<file path="config.mk">
export PLATFORM = sky130hd
export DESIGN_NAME = exc_accept_ctrl
export DESIGN_NICKNAME = d
export VERILOG_FILES = /design/src/rtl/exc_ctl_pkg.sv /design/src/rtl/exc_cause_prio.sv /design/src/rtl/exc_slot_track.sv /design/src/rtl/exc_event_regs.sv /design/src/rtl/exc_accept_ctrl.sv
export SDC_FILE = /design/constraint.sdc
export NUM_CORES = 1
export LEC_CHECK = 0
export BUFFER_PORTS_ARGS = -buffer_cell sky130_fd_sc_hd__buf_4
export CAP_MARGIN = 20
export CORE_ASPECT_RATIO = 0.9
export CORE_MARGIN = 2
export CORE_UTILIZATION = 56
export CTS_BUF_LIST = sky130_fd_sc_hd__clkbuf_8
export CTS_CLUSTER_DIAMETER = 60
export DETAILED_ROUTE_END_ITERATION = 8
export GPL_ROUTABILITY_DRIVEN = 1
export PLACE_DENSITY_LB_ADDON = 0.3
export SLEW_MARGIN = 25
export SYNTH_ARGS = -nofsm -noshare
export SYNTH_HDL_FRONTEND = slang
export SYNTH_SLANG_ARGS = --single-unit
</file>
<file path="constraint.sdc">
create_clock -name clk -period 3.45 [get_ports clk]
set_input_delay 0.345 -clock clk [delete_from_list [all_inputs] [get_ports clk]]
set_output_delay 0.345 -clock clk [all_outputs]
set_load 0.02 [all_outputs]
</file>
<file path="src/rtl/exc_ctl_pkg.sv">
package exc_ctl_pkg;
  localparam int NCAUSE = 12;
  localparam int CIDX_W = $clog2(NCAUSE);
  localparam int CODE_W = 12;
  localparam int TRAP_W = 8;
  localparam int C_TRAP = 7;
  localparam logic [CODE_W-1:0] RESET_CODE = 12'h000;

  // event code per cause index; lower index = higher priority
  function automatic logic [CODE_W-1:0] cause_code(input logic [CIDX_W-1:0] idx);
    logic [CODE_W-1:0] c;
    case (idx)
      4'd0:    c = 12'h040;
      4'd1:    c = 12'h060;
      4'd2:    c = 12'h080;
      4'd3:    c = 12'h0A0;
      4'd4:    c = 12'h0C0;
      4'd5:    c = 12'h0E0;
      4'd6:    c = 12'h100;
      4'd7:    c = 12'h160;
      4'd8:    c = 12'h180;
      4'd9:    c = 12'h1A0;
      4'd10:   c = 12'h1E0;
      4'd11:   c = 12'h5C0;
      default: c = 12'h000;
    endcase
    return c;
  endfunction

  // completion causes resume after the instruction; all others restart it
  function automatic logic cause_is_compl(input logic [CIDX_W-1:0] idx);
    return (idx == CIDX_W'(C_TRAP)) || (idx == CIDX_W'(10)) || (idx == CIDX_W'(11));
  endfunction
endpackage

</file>
<file path="src/rtl/exc_cause_prio.sv">
module exc_cause_prio #(
  parameter int NC   = 12,
  parameter int CW   = 4
) (
  input  logic [NC-1:0] vec_i,
  output logic          any_o,
  output logic [CW-1:0] idx_o
);
  always_comb begin
    any_o = |vec_i;
    idx_o = '0;
    for (int i = NC - 1; i >= 0; i--) begin
      if (vec_i[i]) idx_o = CW'(i);
    end
  end

  // the chosen bit is set and no lower bit is set
  logic lower_hit;
  always_comb begin
    lower_hit = 1'b0;
    for (int j = 0; j < NC; j++) begin
      if ((CW'(j) < idx_o) && vec_i[j]) lower_hit = 1'b1;
    end
    if (any_o) begin
      assert_prio_pick_R8: assert (vec_i[idx_o] && !lower_hit);
    end
  end
endmodule

</file>
<file path="src/rtl/exc_slot_track.sv">
module exc_slot_track #(
  parameter int AW = 32,
  parameter int CW = 4,
  parameter int TW = 8
) (
  input  logic          clk,
  input  logic          rst,
  input  logic          set_i,
  input  logic          clr_i,
  input  logic [AW-1:0] br_pc_i,
  input  logic [AW-1:0] br_tgt_i,
  input  logic          def_i,
  input  logic [CW-1:0] def_idx_i,
  input  logic [TW-1:0] def_imm_i,
  output logic          pend_o,
  output logic [AW-1:0] br_pc_o,
  output logic [AW-1:0] br_tgt_o,
  output logic          def_o,
  output logic [CW-1:0] def_idx_o,
  output logic [TW-1:0] def_imm_o
);
  always_ff @(posedge clk) begin
    if (rst) begin
      pend_o    <= 1'b0;
      def_o     <= 1'b0;
      br_pc_o   <= '0;
      br_tgt_o  <= '0;
      def_idx_o <= '0;
      def_imm_o <= '0;
    end else if (clr_i) begin
      pend_o <= 1'b0;
      def_o  <= 1'b0;
    end else if (set_i) begin
      pend_o    <= 1'b1;
      br_pc_o   <= br_pc_i;
      br_tgt_o  <= br_tgt_i;
      def_o     <= def_i;
      def_idx_o <= def_idx_i;
      def_imm_o <= def_imm_i;
    end
  end

  // a deferred cause only exists while a slot is awaited
  assert_def_needs_slot_R9: assert property (@(posedge clk) disable iff (rst)
    def_o |-> pend_o);
endmodule

</file>
<file path="src/rtl/exc_event_regs.sv">
module exc_event_regs #(
  parameter int AW = 32,
  parameter int KW = 12,
  parameter int TW = 8,
  parameter logic [KW-1:0] RST_CODE = '0
) (
  input  logic          clk,
  input  logic          rst,
  input  logic          take_i,
  input  logic          reexec_i,
  input  logic [AW-1:0] ret_i,
  input  logic [KW-1:0] code_i,
  input  logic          trap_ld_i,
  input  logic [TW-1:0] imm_i,
  output logic          acc_o,
  output logic          reexec_o,
  output logic [AW-1:0] ret_o,
  output logic [KW-1:0] code_o,
  output logic [TW-1:0] trap_o
);
  always_ff @(posedge clk) begin
    if (rst) begin
      acc_o    <= 1'b0;
      reexec_o <= 1'b0;
      ret_o    <= '0;
      code_o   <= RST_CODE;
      trap_o   <= '0;
    end else begin
      acc_o <= take_i;
      if (take_i) begin
        reexec_o <= reexec_i;
        ret_o    <= ret_i;
        code_o   <= code_i;
        if (trap_ld_i) trap_o <= imm_i;
      end
    end
  end

  assert_strobe_single_R11: assert property (@(posedge clk) disable iff (rst)
    acc_o |=> !acc_o);
  assert_code_hold_R10: assert property (@(posedge clk) disable iff (rst)
    !acc_o |-> $stable(code_o));
  assert_trap_hold_R10: assert property (@(posedge clk) disable iff (rst)
    !acc_o |-> $stable(trap_o));
endmodule

</file>
<file path="src/rtl/exc_accept_ctrl.sv">
module exc_accept_ctrl
  import exc_ctl_pkg::*;
#(
  parameter int AW   = 32,
  parameter int STEP = 2
) (
  input  logic              clk,
  input  logic              rst,
  input  logic              dec_valid_i,
  input  logic [AW-1:0]     dec_pc_i,
  input  logic [NCAUSE-1:0] dec_cause_i,
  input  logic [TRAP_W-1:0] dec_imm_i,
  input  logic              dec_dbr_i,
  input  logic              dec_cond_i,
  input  logic              dec_taken_i,
  input  logic [AW-1:0]     dec_tgt_i,
  output logic              acc_o,
  output logic              reexec_o,
  output logic [AW-1:0]     ret_pc_o,
  output logic [CODE_W-1:0] code_o,
  output logic [TRAP_W-1:0] trap_o
);
  localparam logic [AW-1:0] STEP_W = AW'(STEP);

  logic              p_any, p_cmp;
  logic [CIDX_W-1:0] p_idx;

  exc_cause_prio #(.NC(NCAUSE), .CW(CIDX_W)) u_prio (
    .vec_i (dec_cause_i),
    .any_o (p_any),
    .idx_o (p_idx)
  );
  assign p_cmp = cause_is_compl(p_idx);

  logic              s_pend, d_vld;
  logic [AW-1:0]     s_pc, s_tgt;
  logic [CIDX_W-1:0] d_idx;
  logic [TRAP_W-1:0] d_imm;
  logic              s_set, s_clr, d_set;

  exc_slot_track #(.AW(AW), .CW(CIDX_W), .TW(TRAP_W)) u_slot (
    .clk       (clk),
    .rst       (rst),
    .set_i     (s_set),
    .clr_i     (s_clr),
    .br_pc_i   (dec_pc_i),
    .br_tgt_i  (dec_tgt_i),
    .def_i     (d_set),
    .def_idx_i (p_idx),
    .def_imm_i (dec_imm_i),
    .pend_o    (s_pend),
    .br_pc_o   (s_pc),
    .br_tgt_o  (s_tgt),
    .def_o     (d_vld),
    .def_idx_o (d_idx),
    .def_imm_o (d_imm)
  );

  logic              live, slot_mk;
  logic              take, t_reexec, t_trap_ld;
  logic [CIDX_W-1:0] t_idx;
  logic [AW-1:0]     t_ret;
  logic [TRAP_W-1:0] t_imm;
  logic [CODE_W-1:0] t_code;

  // instructions arriving during the strobe are being flushed
  assign live    = dec_valid_i && !acc_o;
  assign slot_mk = dec_dbr_i && (!dec_cond_i || dec_taken_i);

  always_comb begin
    take     = 1'b0;
    t_reexec = 1'b0;
    t_idx    = p_idx;
    t_imm    = dec_imm_i;
    t_ret    = dec_pc_i;
    s_set    = 1'b0;
    s_clr    = 1'b0;
    d_set    = 1'b0;
    if (live) begin
      if (s_pend) begin
        // this is the slot: the pair has reached its far boundary
        s_clr = 1'b1;
        if (d_vld) begin
          take  = 1'b1;
          t_idx = d_idx;
          t_imm = d_imm;
          t_ret = s_tgt;
        end else if (p_any) begin
          take     = 1'b1;
          t_reexec = !p_cmp;
          t_ret    = p_cmp ? s_tgt : s_pc;
        end
      end else if (slot_mk) begin
        if (p_any && !p_cmp) begin
          take     = 1'b1;
          t_reexec = 1'b1;
          t_ret    = dec_pc_i;
        end else begin
          s_set = 1'b1;
          d_set = p_any;
        end
      end else if (p_any) begin
        take     = 1'b1;
        t_reexec = !p_cmp;
        t_ret    = p_cmp ? dec_pc_i + STEP_W : dec_pc_i;
      end
    end
  end

  assign t_code    = cause_code(t_idx);
  assign t_trap_ld = take && (t_idx == CIDX_W'(C_TRAP));

  exc_event_regs #(.AW(AW), .KW(CODE_W), .TW(TRAP_W), .RST_CODE(RESET_CODE)) u_regs (
    .clk       (clk),
    .rst       (rst),
    .take_i    (take),
    .reexec_i  (t_reexec),
    .ret_i     (t_ret),
    .code_i    (t_code),
    .trap_ld_i (t_trap_ld),
    .imm_i     (t_imm),
    .acc_o     (acc_o),
    .reexec_o  (reexec_o),
    .ret_o     (ret_pc_o),
    .code_o    (code_o),
    .trap_o    (trap_o)
  );

  // the edge that opens a branch pair never carries an accept
  assert_no_accept_at_branch_R4: assert property (@(posedge clk) disable iff (rst)
    $rose(s_pend) |-> !acc_o);
  // a pair is never left open across an accept
  assert_pair_closed_on_accept_R11: assert property (@(posedge clk) disable iff (rst)
    acc_o |-> !s_pend);
endmodule

</file>
# ---- Word level (Yosys, flattened, before mapping)
# Memories as Yosys holds them, arrays and structs flattened. A register that Yosys moved wholly into a read port is not among the register bits.
# Cells that the tools add are included.
dict set report classes {
  eq_ne 4
  addsub 1
  magnitude_cmp 0
  muxes 47
  reduce_logical 14
  div 0
  shifts 0
  n_bitwise 1
  multipliers 0
}
# op count
set op_table {}
lappend op_table {{2-to-1 mux 32 bit} 8}
lappend op_table {{2-to-1 mux 4 bit} 15}
lappend op_table {{adder 32 x 2 -> 32 bit, second input constant} 1}
lappend op_table {{2-to-1 mux 8 bit} 3}
lappend op_table {{2-to-1 mux 1 bit} 21}
lappend op_table {{OR reduction 12 bit} 1}
lappend op_table {{== test 4 x 3 -> 1 bit, second input constant} 2}
lappend op_table {{== test 4 bit, second input constant} 2}
lappend op_table {{logical AND 1 bit} 4}
lappend op_table {{AND reduction 2 bit} 2}
lappend op_table {{logical NOT 1 bit} 3}
lappend op_table {{logical OR 1 bit} 3}
lappend op_table {{OR reduction 2 bit} 1}
lappend op_table {{NOT 1 bit} 1}
dict set report word_totals {
  n_memories 1
  mem_bits_rw 0
  wordCells 79
  register_bits 132
  input_bits 90
  mem_bits_ro 80
  output_inout_bits 54
  latchBits 0
}
# name words width rd rd_clocked_by_memory_dff write_ports line_no
set mem_list {}
lappend mem_list {{(name not given)} 16 5 1 1 0 exc_ctl_pkg.sv:12} ;# case (idx)

# ---- Depth between registers and ports, before layout
dict set report logic_depth {
  depth_word 23
  ltp_mapped 12
  depth_no_buf 11
}

# ---- Cells and area by module
# Synthesis repeated with hierarchy kept, for this count alone.
dict set report hier_totals {
  hier_cells 923
  hier_area_um2 7972.6
}
# module seq_area_each_um2 cells_each area_per_inst_um2 n_inst
set modules_own_cells {}
lappend modules_own_cells {exc_slot_track 1561.5 352 3490.8 1}
lappend modules_own_cells {exc_accept_ctrl 0.0 365 2317.2 1}
lappend modules_own_cells {exc_event_regs 1081.0 184 2035.7 1}
lappend modules_own_cells {exc_cause_prio 0.0 22 128.9 1}

# ---- Least setup slack after synthesis
# Ideal clock, no wire load.
dict set report synth_timing {
  path_kind {input-to-reg}
  start {input dec_cause_i[5]}
  end {register u_regs.trap_o[5]}
  cell_stages 12
  n_path_buf 2
  required_time_ps 3362
  setup_time_ps 88
  arrival_time_ps 2430
  slack_ps 932
  path_cell_list {or2_1 a211oi_2 nand2_2 buf_4 o21a_1 inv_1 ha_1 nand3_2 nor3b_4 buf_6 nor2_1 a311oi_2}
}
dict set report synth_between {
  elab_chain_len 17
  word_cells_on_any_way 26
  cone_classes {eq/ne (4); mux (15); reduce/logical (7)}
}
# element line_no
set synth_lines {}
lappend synth_lines {{from (decl)} exc_accept_ctrl.sv:11} ;# input logic [NCAUSE-1:0] dec_cause_i,
lappend synth_lines {{2-to-1 mux 4 bit (6 in series)} exc_cause_prio.sv:13} ;# if (vec_i[i]) idx_o = CW'(i);
lappend synth_lines {{== test 4 x 3 -> 1 bit or == test 4 bit (tied branches)} exc_ctl_pkg.sv:32} ;# return (idx == CIDX_W'(C_TRAP)) || (idx == CIDX_W'(10)) || (idx == CIDX_W'(11));
lappend synth_lines {{logical OR 1 bit (2 in series)} exc_ctl_pkg.sv:32}
lappend synth_lines {{logical NOT 1 bit} exc_accept_ctrl.sv:94} ;# if (p_any && !p_cmp) begin
lappend synth_lines {{logical AND 1 bit} exc_accept_ctrl.sv:94}
lappend synth_lines {{2-to-1 mux 1 bit} exc_accept_ctrl.sv:94}
lappend synth_lines {{2-to-1 mux 1 bit} exc_accept_ctrl.sv:93} ;# end else if (slot_mk) begin
lappend synth_lines {{2-to-1 mux 1 bit} exc_accept_ctrl.sv:80} ;# if (s_pend) begin
lappend synth_lines {{2-to-1 mux 1 bit} exc_accept_ctrl.sv:79} ;# if (live) begin
lappend synth_lines {{logical AND 1 bit} exc_accept_ctrl.sv:111} ;# assign t_trap_ld = take && (t_idx == CIDX_W'(C_TRAP));
lappend synth_lines {{AND reduction 2 bit (no line) *} --}
lappend synth_lines {{to (signal assigned)} exc_event_regs.sv:34} ;# if (trap_ld_i) trap_o <= imm_i;
lappend synth_lines {{to (decl)} exc_event_regs.sv:19} ;# output logic [TW-1:0] trap_o
# Mark *: on every way between the ends. The rest lies on a longest branch, timed or not.
# A chain may end at the register's enable or synchronous reset.

# ---- Worst setup path in the final report
dict set report layout_timing {
  start {register u_slot.def_o}
  end {register u_regs.trap_o[6]}
}
dict set report layout_between {
  elab_chain_len 6
  word_cells_on_any_way 12
  cone_classes {eq/ne (1); mux (9); reduce/logical (2)}
}
# element line_no
set layout_lines {}
lappend layout_lines {{from (decl)} exc_slot_track.sv:18} ;# output logic def_o,
lappend layout_lines {{from (signal assigned)} exc_slot_track.sv:37} ;# def_o <= def_i;
lappend layout_lines {{2-to-1 mux 4 bit} exc_accept_ctrl.sv:83} ;# if (d_vld) begin
lappend layout_lines {{2-to-1 mux 4 bit} exc_accept_ctrl.sv:80}
lappend layout_lines {{2-to-1 mux 4 bit} exc_accept_ctrl.sv:79}
lappend layout_lines {{== test 4 x 3 -> 1 bit} exc_accept_ctrl.sv:111}
lappend layout_lines {{logical AND 1 bit} exc_accept_ctrl.sv:111}
lappend layout_lines {{AND reduction 2 bit (no line)} --}
# Parallel ways exist; a longest one is shown, timed or not.

==> impl_results.md <==
- Slowest CP cell: nor3b_4
- Fmax: between 0.3 and 0.4 GHz
- Number of synthesized register bits: roughly 130
- Finished Core Util: 70.2%
- First-pass GRT wire length: approximately 31000 µm
- Setup TNS: 0 ns
- Share of layout cells above drive strength 1: 22.9%
- DRC Markers: 0
- TritonCTS Sinks: 125
- Die W: ~120 µm
- Nets: ~1100
- Num CTS Buffers: 17
- Final Hold Viols: 0
- Maxcap violations: 0
- DR pass1 iterations: 5
- Sequential fraction of the synthesis area: between 30% and 40%
- Setup repair after global routing missed its margin: no
- Crit path time final: a little under 3 ns
- Top-area cell type share of the netlist area: between 30% and 40%
- Pwr/cell area: 390 nW/µm²
- Vias per cell: just over 6
- Initial antenna violation count: 0
- # IOs: around 140
- Layout Skew: ~0.012 ns
- Final HPWL DP: ~13000 µm
- Most common cell after layout, fill and taps aside: nand2_1
- Avg WL per Cell: approximately 17 µm
- Slew margin rel.: 43.9%
- Number of global-route vias before repair: between 6000 and 7000
- Synth area leaders: dfxtp_1, nand2_1, a21oi_1, nor2_1, a311oi_1
- Peak VDD IR: slightly below 0.3 mV
- Commonest non-fill, non-tap cells in the layout: nand2_1, buf_4, dfxtp_1
- Area leader, netlist: dfxtp_1
- CTS Root Cell: clkbuf_8
- CTS max path bufs: 2
- GR Overflow Total: 0
- Required @ worst endpoint: roughly 3.8 ns
- Slew Viols, Final: 0
- Syn. warnings: 0
- DIE AREA: 12800 µm²
- Mapped Avg Cell Area: 7.67 µm²
- Placed Cells: ~1100
- Setup Buffers After CTS: 0
- Post-synth EDFFs: 0
- Period utilization: 85.6%
- CTS resizes: 0
- I/O Buffers: 136
- Vias post-DR: about 7000
- # diodes: 0
- Crit path DAT: roughly 3.3 ns
- Gr usage total: 30.6%
- Slowest stage delay, CP: approximately 0.66 ns
- Core Rows: 37
- Fin cells: 1147
- CP Cell Sequence: and4b_1, nand2_1, o21a_1, inv_1, ha_1, nand3_2, nor3b_4, nor2_1, a311oi_2
- Synth cell types: 74
- Static leakage power: between 0.003 and 0.004 µW
- CTS tree: built
- Layout area overhead: 21.3%
- Slew @ Worst Pin: about 0.84 ns
- Sw Pwr: 893 µW
- Hold Worst Slack: ~0.13 ns
- CP endpoint kind: flop
- Critical path peak fanout: 16
- CTS Hold Bufs: 0
- Crit path buffers/inverters: 1
- Post-Syn Area: 6670 µm²
- Switching portion of total power: between 20 and 30%
- Core Area: around 12000 µm²
- Post-Synthesis Cells: 870
- Cell internal pwr: around 2300 µW
- WS Path Type: reg -> reg
- Routed WL: 19700 µm
- Hold WC Path Type: in -> reg
- Top_reg_cell synth: dfxtp_1
- Clock power share: 39.1%
- Sequential share of power: between 40 and 50%
- Pin count of the biggest net entering global routing: approximately 60
- H-tree level count: 4
- Chip height: about 110 µm
- Clk Latency, worst-skew pair: roughly 0.46 ns
- Combinational power share: a little over an eighth
- Worst setup SP type: flop
- Status: complete, no violations
- Family with the most delay on the worst path: simple AND/OR/NAND/NOR gates
- Initial Util: 57.9%
- DRT antenna net count: 0
- Clk pin slew, worst setup/hold paths: around 0.080 ns
- # setup viols final: 0
- Asr flop ratio synth: 0%
- Placer Congestion: 0.943
- DR iter-0 viols: between 800 and 900
power by group through the flow:
stage | clock network (µW) | registers (µW) | logic [µW]
floorplan | 0 | 1570 | 178
global placement | 0 | 1530 | 410
detailed placement | 0 | 1530 | 416
CTS | 1230 | 1500 | 417
global route | 1300 | 1500 | 453
finish | 1230 | 1500 | 422
layer usage:
layer,share of wire [%],vias to the layer above,track usage (%),routed length (µm)
met5,0,-,0,0
met4,1.8,0,11.9,361
met3,10,44,6.94,2030
met2,46,422,47.8,9040
met1,42,3217,41.4,8280
li1,-,3328,-,-
path summary, 6_finish.rpt:
path | from | end | slack [ns] | cells after the start
hold reg to reg | u_regs.code_o[10]$_SDFFE_PP0P_ | u_regs.code_o[10]$_SDFFE_PP0P_ | 0.45 | 2
setup / recovery | u_slot.def_o$_SDFFE_PP0P_ | u_regs.trap_o[6]$_SDFFE_PP0P_ | 0.50 | 9
hold / removal | dec_tgt_i[10] | u_slot.br_tgt_o[10]$_SDFFE_PP0P_ | 0.13 | 3
setup reg to reg | u_slot.def_o$_SDFFE_PP0P_ | u_regs.trap_o[6]$_SDFFE_PP0P_ | 0.50 | 9
tightest hold or removal path: stages:
cell	delay, ns
buf_4	0.11
nand2_1	0.05
a21oi_1	0.05
per-stage QoR:
step	worst slack (ns)	total power (µW)	instance area (µm²)
after floorplan	0.932	1750	6700
after global routing	0.286	3250	8100
after global placement	0.556	1940	7720
after CTS	0.565	3150	8100
final	0.497	3160	8100
after detailed placement	0.376	1950	7720
cell usage after synthesis (all sizes together) (3+ instances only):
| cell | count |
|---|---|
| mux2i | 14 |
| a32o | 3 |
| or3 | 5 |
| clkbuf | 33 |
| a31oi | 18 |
| dfxtp | 125 |
| o2111ai | 5 |
| o31ai | 6 |
| o31a | 3 |
| a21oi | 92 |
| nand2 | 201 |
| o21a | 3 |
| nand2b | 3 |
| nor2 | 74 |
| nand3 | 45 |
| ha | 6 |
| o211ai | 3 |
| a311oi | 29 |
| buf | 43 |
| xnor2 | 4 |
| inv | 11 |
| o21ai | 12 |
| nand4 | 21 |
| nor2b | 12 |
| nor3 | 22 |
| or4 | 7 |
| a211oi | 9 |
| nor4 | 15 |
| o211a | 3 |
| o41ai | 5 |
| and3 | 6 |
sequential cells by signal, summed over array words and instances (netlist names):
name / flops
u_slot.pend_o: 1
u_slot.def_imm_o: 8
u_slot.br_tgt_o: 32
u_regs.acc_o: 1
u_slot.br_pc_o: 32
u_regs.ret_o: 32
u_slot.def_idx_o: 4
u_regs.code_o: 5
u_regs.reexec_o: 1
u_slot.def_o: 1
u_regs.trap_o: 8
kinds of logic (layout without fill, tap and decap cells):
group	after synthesis	count (layout)	synth area share, %
adders and majority gates	6	6	1.12
AOI/OAI and AO/OA	208	208	21.3
muxes	16	16	2.49
other	1	7	0.0562
xor gates and xnor gates	6	6	0.787
and+or+nand+nor	420	420	30.1
buffers and inverters	88	203	6.64
DFF	125	125	37.5
area by class of cell:
class / instances / area (µm²)
tap: 156 / 195
multi-input combinational: 663 / 3770
clock inverter: 13 / 115
fill: 959 / 3430
inverter: 12 / 46.3
timing repair buffer: 159 / 1210
sequential: 125 / 2500
clock buffer: 19 / 262
(Power assumes the default switching activity.)
